`src/rtl/heal_seq_ctrl.sv`:
```
module heal_seq_ctrl #(
  parameter int NSUB = 4,
  localparam int IW = (NSUB > 1) ? $clog2(NSUB) : 1
) (
  input  logic            clk,
  input  logic            rst_n,
  input  logic [2:0]      cond_vec,
  input  logic            rand_done,
  input  logic            det_done,
  input  logic [NSUB-1:0] fault_map,
  input  logic            heal_done,
  output logic [1:0]      mode,
  output logic            heal_req,
  output logic [IW-1:0]   heal_idx,
  output logic [NSUB-1:0] redirect_in,
  output logic [NSUB-1:0] select_out
);

  typedef enum logic [1:0] {
    ST_RAND = 2'b00,
    ST_DET  = 2'b01,
    ST_HEAL = 2'b10,
    ST_NORM = 2'b11
  } st_t;

  st_t st, st_nx;
  logic [NSUB-1:0] pend, pend_nx, fixed, fixed_nx;
  logic [IW-1:0]   cur;
  logic [NSUB-1:0] cur_oh, pend_left;

  always_comb begin
    cur = '0;
    for (int i = NSUB - 1; i >= 0; i--)
      if (pend[i]) cur = IW'(i);
  end

  assign cur_oh    = NSUB'(1) << cur;
  assign pend_left = pend & ~cur_oh;

  always_comb begin
    st_nx    = st;
    pend_nx  = pend;
    fixed_nx = fixed;
    case (st)
      ST_RAND:
        if (rand_done) begin
          if (cond_vec == 3'b000)      st_nx = ST_NORM;
          else if (cond_vec == 3'b101) st_nx = ST_DET;
        end
      ST_DET:
        if (det_done) begin
          if (cond_vec == 3'b111 && |fault_map) begin
            st_nx   = ST_HEAL;
            pend_nx = fault_map;
          end else begin
            st_nx = ST_NORM;
          end
        end
      ST_HEAL:
        if (heal_done) begin
          fixed_nx = fixed | cur_oh;
          pend_nx  = pend_left;
          if (pend_left == '0) st_nx = ST_NORM;
        end
      default: ;
    endcase
  end

  always_ff @(posedge clk) begin
    if (!rst_n) begin
      st    <= ST_RAND;
      pend  <= '0;
      fixed <= '0;
    end else begin
      st    <= st_nx;
      pend  <= pend_nx;
      fixed <= fixed_nx;
    end
  end

  assign mode        = st;
  assign heal_req    = (st == ST_HEAL);
  assign heal_idx    = cur;
  assign redirect_in = fixed | (heal_req ? cur_oh : '0);
  assign select_out  = fixed;

endmodule

```
`config.mk`:
```
export PLATFORM = sky130hd
export DESIGN_NAME = heal_seq_ctrl
export DESIGN_NICKNAME = d
export VERILOG_FILES = /design/src/rtl/heal_seq_ctrl.sv
export SDC_FILE = /design/constraint.sdc
export NUM_CORES = 1
export LEC_CHECK = 0
export BUFFER_PORTS_ARGS = -buffer_cell sky130_fd_sc_hd__buf_2
export CELL_PAD_IN_SITES_DETAIL_PLACEMENT = 0
export CELL_PAD_IN_SITES_GLOBAL_PLACEMENT = 1
export CORE_MARGIN = 2
export CORE_UTILIZATION = 33
export DETAILED_ROUTE_END_ITERATION = 8
export PLACE_DENSITY_LB_ADDON = 0.1
export SYNTH_ARGS = -nofsm -noshare
export SYNTH_HDL_FRONTEND = slang
export SYNTH_SLANG_ARGS = --single-unit
```
`constraint.sdc`:
```
create_clock -name clk -period 2.1 [get_ports clk]
set_clock_uncertainty 0.1 [all_clocks]
set_input_delay 0 -clock clk [delete_from_list [all_inputs] [get_ports clk]]
set_output_delay 0 -clock clk [all_outputs]
set_load 0.01 [all_outputs]
```
==> flow_metrics.env <==
export IMPL_drc=0
export IMPL_yosysTopAreaCell="dfxtp_1"
export IMPL_status="completed"
export IMPL_place_gp_congestion=0.737
export IMPL_syn2layout_area_growth_pct=28.6
export IMPL_die_h_um=49.8
export IMPL_hold_end="select_out[3]"
export IMPL_hold_path_cell_count=3
export IMPL_use_met3=0.0576
export IMPL_rrSetupSlack_ns=0.32
export IMPL_ios=25
export IMPL_yosysSeqAreaShare=0.290
export IMPL_slew_headroom=0.715
export IMPL_synth_most_common_cell="dfxtp_1"
export IMPL_synth_edff_count=0
export IMPL_track_usage=0.159
export IMPL_antenna_cells=0
export IMPL_fin_nets=133
export IMPL_vdd_ir_drop_worst_uv=446
export IMPL_clkLatencyLatePin_ns=0.26
export IMPL_dpl_cell_count=134
export IMPL_rows=16
export IMPL_required_ns=2.00
export IMPL_final_cells=142
export IMPL_final_setup_viol_count=0
export IMPL_crit_chain="ha_1 -> inv_1 -> o31ai_1 -> buf_2"
export IMPL_met2_usage=0.296
export IMPL_grt_pass1_vias=697
export IMPL_final_max_slew_viol_count=0
export IMPL_rsz0062_at_grt="false"
export IMPL_numCtsBuffers=3
export IMPL_start_util=0.352
export IMPL_min_delay_start="heal_done"
export IMPL_cts_sinks=10
export IMPL_p_per_area_mw_per_mm2=911
export IMPL_setup_ws_ns=0.264
export IMPL_grt_pass1_wl_um=3040
export IMPL_arrival_ns=1.74
export IMPL_yosysUniqueCellTypes=32
export IMPL_synth_warnings=0
export IMPL_die_area_mm2=0.00248
export IMPL_worst_pin_slew_ns=0.428
export IMPL_drt_total_wl_um=1810
export IMPL_synth_top_cell_area_share=0.290
export IMPL_slowest_stage="ha_1"
export IMPL_path_clk_slew_ns=0.06
export IMPL_root_buffer="clkbuf_4"
export IMPL_viasPerCell=5.07
export IMPL_drive_above_1_share=0.270
export IMPL_synth_area_leaders="dfxtp_1 29%, ha_1 7.2%, o21ai_0 5.1%"
export IMPL_timing_rr_end="pend[0]"
export IMPL_grt_remaining_overflow=0
export IMPL_ys_flop_type="dfxtp_1"
export IMPL_tns_ns=0
export IMPL_dr_pass1_iters=4
export IMPL_antenna_left=0
export IMPL_synth_seq_cells=10
export IMPL_dp_slack_ns=0.346
export IMPL_dr_total_vias=720
export IMPL_critPathKind="reg2out"
export IMPL_total_leakage_power_uw=0.000405
export IMPL_grt_max_degree=13
export IMPL_antenna_found_initial=0
export IMPL_max_freq_mhz=545
export IMPL_grt_use_met1=0.175
export IMPL_synth_commonest_cells="10 x dfxtp_1, 8 x inv_1, 8 x nand2_1, 7 x o21ai_0, 6 x nor2_1"
export IMPL_dp_hpwl_um=1370
export IMPL_busiest_layer="met2"
export IMPL_syn_avg_cell_area_um2=7.85
export IMPL_maxCapViolCount=0
export IMPL_cp_start_kind="flop"
export IMPL_post_cts_resized=0
export IMPL_htreeDepth=1
export IMPL_routedWlPerCell_um=12.7
export IMPL_reg2reg_from="mode[0]"
export IMPL_reg2regPathDepth=5
export IMPL_period_share=0.874
export IMPL_die_w_um=49.8
export IMPL_fin_crit_ns=1.84
export IMPL_core_region_area_mm2=0.00196
export IMPL_hold_path_class="in2reg"
export IMPL_synth_fp_nets=104
export IMPL_cts_path_max_buffers=2
export IMPL_place_area_um2=816
export IMPL_synth_async_reset_ratio=0
export IMPL_syn_cell_area_um2=691
export IMPL_portBuffers=24
export IMPL_setup_worst_path_end_class="primary output"
export IMPL_drt_iter0_markers=12
export IMPL_synthCells=88
export IMPL_hold_viol=0
export IMPL_fin_area_um2=888
export IMPL_cpPeakStageDelay_ns=0.45
export IMPL_worst_path_max_fanout=12
export IMPL_tritoncts="built"
## report_power, final
group          switching [uW]  internal, uW  leakage [uW]
Sequential               47.0           221     0.0000810
Clock                    61.7          66.1     0.0000138
Combinational             236           178      0.000310
Total                     344           465      0.000405
## how the worst max path moves through the flow
stage | from | to | slack [ns] | cells past startpoint
5_1_grt | mode[0] | redirect_in[0] | 0.03 | 5
4_1_cts | mode[0] | redirect_in[0] | 0.26 | 5
3_5_place_dp | mode[0] | pend[0] | 0.35 | 5
2_1_floorplan | mode[0] | mode[1] | 0.39 | 6
3_3_place_gp | mode[0] | pend[0] | 0.41 | 5
6_report | mode[1] | redirect_in[0] | 0.26 | 4
## registers in the layout, indices dropped and copies added, names as in the netlist
signal,count
mode,2
pend,4
select_out,4
## cells by family after synthesis
logic type | Yosys count | synth area share
compound gates | 28 | 0.299
xor+xnor | 1 | 0.0127
fa+ha+maj | 4 | 0.0725
buf+inv | 13 | 0.0852
flops | 10 | 0.290
mux | 2 | 0.0290
simple gates | 30 | 0.212
## critical path: cells and delay by family, from the launching register on
family,cells,cell delay [ns]
flip-flops,1,0.41
buffers and inverters,2,0.34
AO/OA/AOI/OAI,1,0.27
adder cells (fa/ha/maj),1,0.45
## timing repair
action / 4_1_cts / 5_1_grt
setup buffers: 0 / 0
hold buffers: 5 / 0
hold endpoints to repair: 7 / 0
## metrics by stage
step	hold slack [ns]	utilization	power (uW)
finish	0.00948	0.453	809
global route	0.0384	0.453	886
CTS	0.00811	0.453	817
detailed placement	0.189	0.416	679
global placement	0.186	0.416	682
floorplan	0.0436	-	564
## cells in the final DEF (no fill, tap or decap), types with 3 or more instances in the layout
cell type / instances
buf_2: 24
dfxtp_1: 10
inv_1: 8
nand2_1: 8
o21ai_0: 7
nor2_1: 6
dlygate4sd3_1: 5
o21a_1: 4
ha_1: 4
nor2b_1: 3
a31o_2: 3
a21oi_1: 3
nand3_1: 3
nor3_1: 3
clkbuf_4: 3
## per-layer routing
| metal | share of wire | vias up | wire length (um) |
|---|---|---|---|
| met5 | 0 | - | 0 |
| met4 | 0 | 0 | 0 |
| met3 | 0.038 | 0 | 68 |
| met2 | 0.51 | 10 | 927 |
| met1 | 0.45 | 341 | 813 |
| li1 | - | 369 | - |
## cell type report
cell class | count | area [um2]
multi-input combinational | 65 | 432
sequential | 10 | 200
tap | 27 | 33.8
timing repair buffer | 29 | 170
fill | 227 | 1070
clock buffer | 3 | 22.5
inverter | 8 | 30.0
Note: power is estimated with default switching activity, not from simulation.
